File: src/rtl/rx_byteclk_pkg.sv
// Shared types for the receive byte clock generator.
package rx_byteclk_pkg;

    // Output shape selected by the mode pins.
    typedef enum logic [1:0] {
        BCK_HALF = 2'd0,   // complementary pair, half word rate
        BCK_FULL = 2'd1,   // single word-rate clock
        BCK_DDR  = 2'd2    // single word-rate clock, both edges carry data
    } bck_mode_e;

    // Interface-mode pin wins; the clock-mode pin only matters when it is low.
    function automatic bck_mode_e bck_decode(input logic ddr, input logic full);
        if (ddr)
            return BCK_DDR;
        else if (full)
            return BCK_FULL;
        else
            return BCK_HALF;
    endfunction

endpackage

File: src/rtl/rx_byteclk_timer.sv
// Bit timer: counts bit times 0..WORD_BITS-1 per word and keeps a word parity.
// A realign request freezes the count for a number of bit times instead of
// skipping ahead, so downstream levels only stretch. A request that arrives
// while a hold is running is dropped. Assumes a one-cycle request pulse.
module rx_byteclk_timer #(
    parameter int WORD_BITS = 10
) (
    input  logic                         clk,
    input  logic                         rst_n,
    input  logic                         realign_req,
    input  logic [$clog2(WORD_BITS)-1:0] realign_shift,
    output logic [$clog2(WORD_BITS)-1:0] cnt,
    output logic                         word_par,
    output logic                         wrap
);
    localparam int CW   = $clog2(WORD_BITS);
    localparam int LAST = WORD_BITS - 1;

    logic [CW-1:0] cnt_q;
    logic [CW-1:0] hold_q;
    logic [CW-1:0] hold_n;
    logic [CW-1:0] shift_c;
    logic          par_q;
    logic          freeze;

    // Clamp the offset and accept a new hold only when idle.
    always_comb begin
        shift_c = (realign_shift > CW'(LAST)) ? CW'(LAST) : realign_shift;
        hold_n  = (realign_req && hold_q == '0) ? shift_c : hold_q;
        freeze  = (hold_n != '0);
        wrap    = !freeze && (cnt_q == CW'(LAST));
    end

    // Advance or hold the bit count, track word parity and the remaining hold.
    always_ff @(posedge clk) begin
        if (!rst_n) begin
            cnt_q  <= '0;
            hold_q <= '0;
            par_q  <= 1'b0;
        end else begin
            hold_q <= freeze ? hold_n - 1'b1 : '0;
            if (!freeze)
                cnt_q <= (cnt_q == CW'(LAST)) ? '0 : cnt_q + 1'b1;
            if (wrap)
                par_q <= ~par_q;
        end
    end

    assign cnt      = cnt_q;
    assign word_par = par_q;


    cnt_range_chk: assert property (@(posedge clk) disable iff (!rst_n)
        cnt_q <= CW'(LAST));


    hold_stable_chk: assert property (@(posedge clk) disable iff (!rst_n)
        (hold_q != '0) |=> $stable(cnt_q));


    par_boundary_chk: assert property (@(posedge clk) disable iff (!rst_n)
        !$stable(par_q) |-> ($past(cnt_q) == CW'(LAST)));

endmodule

File: src/rtl/rx_byteclk_mode.sv
// Mode latch: samples the two mode pins at word boundaries only, so a pin
// change never reshapes a word already in progress. Loads directly in reset.
module rx_byteclk_mode
    import rx_byteclk_pkg::*;
(
    input  logic      clk,
    input  logic      rst_n,
    input  logic      iface_ddr,
    input  logic      clk_mode,
    input  logic      wrap,
    output bck_mode_e mode
);
    bck_mode_e mode_q;

    // Capture the decoded pins at reset and at each word wrap.
    always_ff @(posedge clk) begin
        if (!rst_n || wrap)
            mode_q <= bck_decode(iface_ddr, clk_mode);
    end

    assign mode = mode_q;


    mode_hold_chk: assert property (@(posedge clk) disable iff (!rst_n)
        !wrap |=> $stable(mode_q));

endmodule

File: src/rtl/rx_byteclk_shaper.sv
// Clock shaper: turns bit count, word parity and mode into registered byte
// clocks and one-cycle strobes. Assumes count and parity only change in a
// way that lengthens levels (held during realignment).
module rx_byteclk_shaper
    import rx_byteclk_pkg::*;
#(
    parameter int WORD_BITS = 10
) (
    input  logic                         clk,
    input  logic                         rst_n,
    input  logic [$clog2(WORD_BITS)-1:0] cnt,
    input  logic                         word_par,
    input  bck_mode_e                    mode,
    output logic                         bclk0,
    output logic                         bclk1,
    output logic                         cap0_stb,
    output logic                         cap1_stb,
    output logic                         fall_stb
);
    localparam int CW       = $clog2(WORD_BITS);
    localparam int HALF_CNT = WORD_BITS / 2;

    logic b0_n;
    logic b1_n;
    logic b0_q;
    logic b1_q;

    // Next clock levels for the active mode.
    always_comb begin
        if (mode == BCK_HALF) begin
            b0_n = word_par;
            b1_n = ~word_par;
        end else begin
            b0_n = (cnt < CW'(HALF_CNT));
            b1_n = 1'b0;
        end
    end

    // Register clocks and derive edge strobes from old and new levels.
    always_ff @(posedge clk) begin
        if (!rst_n) begin
            b0_q     <= 1'b0;
            b1_q     <= 1'b0;
            cap0_stb <= 1'b0;
            cap1_stb <= 1'b0;
            fall_stb <= 1'b0;
        end else begin
            b0_q     <= b0_n;
            b1_q     <= b1_n;
            cap0_stb <= b0_n & ~b0_q;
            cap1_stb <= b1_n & ~b1_q;
            fall_stb <= (mode == BCK_DDR) & b0_q & ~b0_n;
        end
    end

    assign bclk0 = b0_q;
    assign bclk1 = b1_q;


    half_comp_chk: assert property (@(posedge clk) disable iff (!rst_n)
        (mode == BCK_HALF) |=> (bclk0 != bclk1));


    full_b1_low_chk: assert property (@(posedge clk) disable iff (!rst_n)
        (mode != BCK_HALF) |=> !bclk1);


    fall_ddr_only_chk: assert property (@(posedge clk) disable iff (!rst_n)
        (mode != BCK_DDR) |=> !fall_stb);


    cap_onehot_chk: assert property (@(posedge clk) disable iff (!rst_n)
        $onehot0({cap0_stb, cap1_stb}));


    cap_level_chk: assert property (@(posedge clk) disable iff (!rst_n)
        (cap0_stb |-> bclk0) and (cap1_stb |-> bclk1));

endmodule

File: src/rtl/rx_byteclk_gen.sv
// Receive byte clock generator top: bit timer, mode latch and clock shaper.
// Assumes clk is the bit-rate timebase and realign_req is a single-cycle
// pulse from the word aligner.
module rx_byteclk_gen
    import rx_byteclk_pkg::*;
#(
    parameter int WORD_BITS = 10
) (
    input  logic                         clk,
    input  logic                         rst_n,
    input  logic                         iface_ddr,
    input  logic                         clk_mode,
    input  logic                         realign_req,
    input  logic [$clog2(WORD_BITS)-1:0] realign_shift,
    output logic                         bclk0,
    output logic                         bclk1,
    output logic                         cap0_stb,
    output logic                         cap1_stb,
    output logic                         fall_stb
);
    localparam int CW = $clog2(WORD_BITS);

    logic [CW-1:0] cnt;
    logic          word_par;
    logic          wrap;
    bck_mode_e     mode;

    rx_byteclk_timer #(.WORD_BITS(WORD_BITS)) u_timer (
        .clk           (clk),
        .rst_n         (rst_n),
        .realign_req   (realign_req),
        .realign_shift (realign_shift),
        .cnt           (cnt),
        .word_par      (word_par),
        .wrap          (wrap)
    );

    rx_byteclk_mode u_mode (
        .clk       (clk),
        .rst_n     (rst_n),
        .iface_ddr (iface_ddr),
        .clk_mode  (clk_mode),
        .wrap      (wrap),
        .mode      (mode)
    );

    rx_byteclk_shaper #(.WORD_BITS(WORD_BITS)) u_shaper (
        .clk      (clk),
        .rst_n    (rst_n),
        .cnt      (cnt),
        .word_par (word_par),
        .mode     (mode),
        .bclk0    (bclk0),
        .bclk1    (bclk1),
        .cap0_stb (cap0_stb),
        .cap1_stb (cap1_stb),
        .fall_stb (fall_stb)
    );


    reset_quiet_chk: assert property (@(posedge clk)
        !rst_n |=> !(bclk0 | bclk1 | cap0_stb | cap1_stb | fall_stb));

endmodule

File: config.mk
export PLATFORM = sky130hd
export DESIGN_NAME = rx_byteclk_gen
export DESIGN_NICKNAME = d
export VERILOG_FILES = /design/src/rtl/rx_byteclk_pkg.sv /design/src/rtl/rx_byteclk_timer.sv /design/src/rtl/rx_byteclk_mode.sv /design/src/rtl/rx_byteclk_shaper.sv /design/src/rtl/rx_byteclk_gen.sv
export SDC_FILE = /design/constraint.sdc
export NUM_CORES = 1
export LEC_CHECK = 0
export BUFFER_PORTS_ARGS = -buffer_cell sky130_fd_sc_hd__buf_2
export CORE_UTILIZATION = 35
export CTS_BUF_LIST = sky130_fd_sc_hd__clkbuf_8
export DETAILED_ROUTE_END_ITERATION = 10
export RECOVER_POWER = 25
export REMOVE_ABC_BUFFERS = 1
export SYNTH_ARGS = -nofsm -noshare
export SYNTH_HDL_FRONTEND = slang
export SYNTH_SLANG_ARGS = --single-unit
File: constraint.sdc
create_clock -name clk -period 2.7 [get_ports clk]
set_clock_uncertainty 0.15 [all_clocks]
set_input_delay 0.135 -clock clk [delete_from_list [all_inputs] [get_ports clk]]
set_output_delay 0.135 -clock clk [all_outputs]
set_load 0.005 [all_outputs]
* Yosys cells after proc, flatten, opt, wreduce, memory -nomap -nowiden
Index checks and enable logic that the tools add are counted.
** Operators by class
- Add/subtract/negate cells :: 2
- $lt $le $gt $ge :: 2
- Eq/ne operators :: 2
- Multiplexer cells :: 6
- Bitwise logic cells :: 8
- Reduce and logical (&&, ||, !) cells :: 9
** Operators by type and width (count)
- two-way mux 4 bit :: 3
- adder 4 x 1 -> 4 bit, second input constant :: 1
- AND 1 bit :: 4
- equality test 4 bit, second input constant :: 1
- greater-than comparator 4 bit, second input constant :: 1
- logical NOT 4 bit :: 1
- < comparator 4 x 3 -> 1 bit, second input constant :: 1
- inverter 1 bit :: 4
- nonzero test 4 bit :: 1
- subtractor 4 x 1 -> 4 bit, second input constant :: 1
- two-way mux 1 bit :: 3
- equality test 2 bit, second input constant :: 1
- logical AND 1 bit :: 2
- logical NOT 1 bit :: 2
- logical NOT 2 bit :: 1
- AND reduction 2 bit :: 1
- logical OR 1 bit :: 1
** Word-level totals
- Flip-flop bits (word level) :: 16
- Bits of input ports :: 9
- Output and inout bits :: 5
- Logic and storage cells :: 38

* Longest topological paths before layout
- Depth after elaboration :: 7
- Depth in mapped cells :: 8
- Gate-level depth less buffers :: 8

* Cells and area by module
A second synthesis with hierarchy kept.
** Second synthesis, totals
- Cell total of the unflattened synthesis :: 75
- Area total of the unflattened synthesis :: 759.5 µm²
** Modules (own cells, without submodules)
- rx_byteclk_timer :: instances 1, cells an instance 54, area each 510.5 µm², seq. area each 180.2 µm²
- rx_byteclk_shaper :: instances 1, cells an instance 17, area each 168.9 µm², seq. area each 100.1 µm²
- rx_byteclk_mode :: instances 1, cells an instance 4, area each 80.1 µm², seq. area each 60.1 µm²

* Worst setup path after synthesis
No wires, ideal clock.
- Path kind :: flip-flop to flip-flop
- From :: register u_timer.hold_q[1]
- To :: register u_timer.hold_q[3]
- Setup time :: 0.072 ns
- Data arrival time :: 2.095 ns
- Data required time :: 2.478 ns
- Path slack :: 0.383 ns
- Cell stages (with the launch flop) :: 7
- Buffers on the path :: 0
- Cells stage by stage :: dfxtp_1 > or3b_4 > a2111oi_4 > nor2_1 > ha_1 > or4b_2 > mux2i_1
** Between the ends
- Cells in the longest elaborated chain, start to end :: 5
- Elaborated cells between the ends (all ways) :: 6
- Classes of those cells :: add/sub (1); mux (1); reduce/logical (4)
** RTL lines
- start, declared :: line rx_byteclk_timer.sv:20 : logic [CW-1:0] hold_q;
- start signal, assigned :: line rx_byteclk_timer.sv:41 : hold_q <= freeze ? hold_n - 1'b1 : '0;
- logical NOT 4 bit :: line rx_byteclk_timer.sv:29 : hold_n = (realign_req && hold_q == '0) ? shift_c : hold_q;
- logical AND 1 bit :: line rx_byteclk_timer.sv:29
- two-way mux 4 bit (*) :: line rx_byteclk_timer.sv:29
- branches (longest 2 deep; another with subtractor 4 x 1 -> 4 bit)
Mark *: on every way between the ends.
A chain may end at the register's enable or synchronous reset.

* Final worst setup path
- From :: register u_timer.hold_q[0]
- To :: register u_mode.mode_q[0], in the netlist u_mode.mode[0] (enable)
** Between the ends
- Cells in the longest elaborated chain, start to end :: 7
** RTL lines
- logical NOT 4 bit :: line rx_byteclk_timer.sv:29
- logical AND 1 bit :: line rx_byteclk_timer.sv:29
- two-way mux 4 bit (*) :: line rx_byteclk_timer.sv:29
- nonzero test 4 bit (*) :: line rx_byteclk_timer.sv:30 : freeze = (hold_n != '0);
- logical NOT 1 bit (*) :: line rx_byteclk_timer.sv:31 : wrap = !freeze && (cnt_q == CW'(LAST));
- logical AND 1 bit (*) :: line rx_byteclk_timer.sv:31
- logical OR 1 bit (*) :: line rx_byteclk_mode.sv:17 : if (!rst_n || wrap)
- end signal, assigned :: line rx_byteclk_mode.sv:18 : mode_q <= bck_decode(iface_ddr, clk_mode);
- end, declared :: line rx_byteclk_mode.sv:13 : bck_mode_e mode_q;
Every way passes the cells marked *; elsewhere a longest branch is shown, timed or not.

==> results.md <==
- TritonCTS clock tree: yes
- Vias in the first global route: around 600
- Largest net degree at the start of global routing: 15
- RSZ-0062 raised after global routing: no
- Worst-margin pin slew: 0.419 ns
- Worst R2R Setup Slack: around 0.23 ns
- Critical Path Start: u_timer.hold_q[0]
- WP data arrival: ~2.3 ns
- Worst R2R End: u_mode.mode[0]
- Row Count: 16
- Die ar.: 2350 sq um
- Status: finished clean
- Post-synth cell types: 32
- Synth Register Bits: 16
- Top Ports: 14
- Routed vias: between 500 and 600
- CTS Buf Count: 3
- H-tree levels: 1
- CTS Root Cell: clkbuf_8
- CP startpoint kind: register
- CP required: between 2 and 3 ns
- Initial DRC count: 7
- Warning count from the yosys run: 0
- Routed WL per cell: between 10 and 15 microns
- Core ar.: approximately 2000 sq um
- Ys async rst share: 0
- EDFF count, synth: 2
- Initial core utilization: 0.378
- Drt via density: 4.83
- Maximum clock insertion buffer count: 2
- Max_slew headroom: 0.719
- Post-Route WL: 1320 microns
- Worst-Skew Late Latency: approximately 0.24 ns
- Worst r2r src: u_timer.hold_q[0]
- Diode count: 0
- DP Wirelength: between 900 and 1000 microns
- Average cell area after synthesis: 9.58 sq um
- MaxCap Viol Count: 0
- Initial antenna violation count: 0
- Routability cong.: a little under 0.8
- WHS: 0.0632 ns
- Die extent in x: ~49 microns
- CP Capture Type: register
- Gate Count Post-Synth: slightly below 80
- Clock Pin Slew Worst Setup and Hold Paths: approximately 0.06 ns
- Final net count: ~110
- Worst r2r path cells: 7
- First-pass GRT wire length: approximately 2500 microns
- Share of cells above drive strength 1: 0.188
- Worst hold path type: in -> reg
- Post-CTS Resized: 0
- Top_reg_cell synth: dfxtp_1
- Max IR drop VDD: 0.329 mV
- Crit-path max FO: 5
- Pleak: 0.000358 uW
- Remaining global-route overflow: 0
- Setup_tns: 0 ns
- Total track usage: 0.134
- PortBufs: 13
- TritonRoute pass-1 iters: 4
- Final Core Density: 0.453
- Final instance area: ~910 sq um
- Vert. Die Dim: a little under 50 microns
- Setup crit end: u_mode.mode[0]
- Fin crit share: 0.916
- DP Area: 852 sq um
- Seq/Total Area, Yosys: 0.450
- Tmin final: 2.47 ns
- PwrDens: just under 800 nW/um^2
- Final Max Slew Viols: 0
- WS Path Type: reg -> reg
- Mapped cell area: 757 sq um
- DR DRC count: 0
- Clock sink count: 16
- DRT antenna net count: 0
- Overall power: between 700 and 800 uW
- Hold Vio Cnt, Final: 0
- Layout area overhead: 19.7%
- Max Fclk: 404 MHz
- Final Setup Violations: 0
[critical path: stages, from the launching register on]
cell,delay (ns)
dfxtp_1,0.34
or3b_4,0.41
a2111oi_4,0.36
nor2_1,0.11
ha_1,0.22
nor3b_1,0.15
o211ai_1,0.23
o21ai_0,0.23
[through the flow]
step / setup slack [ns] / cells
after floorplan: 0.383 / 78
after global placement: 0.303 / 118
after detailed placement: 0.226 / 118
final: 0.227 / 123
after CTS: 0.215 / 123
after global routing: 0.0386 / 123
[Yosys cell counts, drive strengths merged, types with 2 or more instances]
library cell | count | share of area
inv | 4 | 0.020
dfxtp | 14 | 0.37
and2 | 2 | 0.017
nand2 | 4 | 0.020
nor3b | 2 | 0.020
o211ai | 3 | 0.030
nand2b | 2 | 0.017
or3 | 2 | 0.017
nor2b | 4 | 0.033
nor2 | 10 | 0.050
xnor2 | 2 | 0.023
o21ai | 4 | 0.026
nor3 | 3 | 0.020
ha | 2 | 0.033
mux2i | 3 | 0.040
edfxtp | 2 | 0.079
[worst min path at each step]
stage | start | end | cells past startpoint
6_report | clk_mode | u_mode.mode[0] | 2
3_3_place_gp | iface_ddr | u_mode.mode[1] | 1
5_1_grt | clk_mode | u_mode.mode[0] | 2
4_1_cts | clk_mode | u_mode.mode[0] | 2
3_5_place_dp | iface_ddr | u_mode.mode[1] | 1
2_1_floorplan | iface_ddr | u_mode.mode[1] | 0
[per-layer routing]
layer | vias up | global-route usage | routed length, microns
met3 | 2 | 0.0283 | 34
li1 | 316 | - | -
met5 | - | 0 | 0
met1 | 269 | 0.173 | 692
met4 | 0 | 0.0588 | 9
met2 | 7 | 0.216 | 579
[cell usage in the layout (no fill, tap or decap), types with 2 or more instances in the layout]
cell | Yosys | final
dfxtp_1 | 14 | 14
o211ai_1 | 3 | 3
and2_1 | 2 | 2
inv_1 | 4 | 4
nor3b_1 | 2 | 2
nor2b_1 | 4 | 4
nor3_1 | 3 | 3
clkbuf_8 | 0 | 3
or3_1 | 2 | 2
ha_1 | 2 | 2
o21ai_0 | 4 | 4
edfxtp_1 | 2 | 2
mux2i_1 | 3 | 3
nor2_1 | 10 | 10
nand2_1 | 4 | 4
xnor2_1 | 2 | 2
buf_2 | 0 | 12
nand2b_1 | 2 | 2
[state kept, by name, indices dropped and copies added (netlist names)]
register and flops:
u_shaper.cap1_stb 1, u_mode.mode 2, u_timer.hold_q 4, u_shaper.bclk1 1, u_timer.cnt 4, u_timer.word_par 1, u_shaper.bclk0 1, u_shaper.fall_stb 1
u_shaper.cap0_stb 1
[report_power, final]
part	leakage, uW	internal, uW	switching, uW
sequential	0.000134	280	43.3
combinational	0.000201	112	107
clock	0.0000231	101	77.4
total	0.000358	492	227
[final cells by class]
cell class | count | area, sq um
tap | 27 | 33.8
multi-input combinational | 58 | 398
inverter | 4 | 15.0
timing repair buffer | 14 | 73.8
sequential | 16 | 340
clock buffer | 3 | 41.3
fill | 206 | 1100
clock inverter | 1 | 3.75
[cell families after synthesis]
kind of cell / Yosys count / synth area share
AND/OR/NAND/NOR: 36 / 0.268
flip-flops: 16 / 0.450
AO/OA/AOI/OAI: 14 / 0.150
buffers and inverters: 5 / 0.0248
XOR/XNOR: 3 / 0.0347
multiplexers: 3 / 0.0397
adder cells (fa/ha/maj): 2 / 0.0331
[timing repair]
action | 4_1_cts | 5_1_grt
setup buffers | 0 | 0
endpoints found under the hold margin | 1 | 0
hold buffers | 1 | 0
No activity file was read; power rests on OpenSTA's default activity.
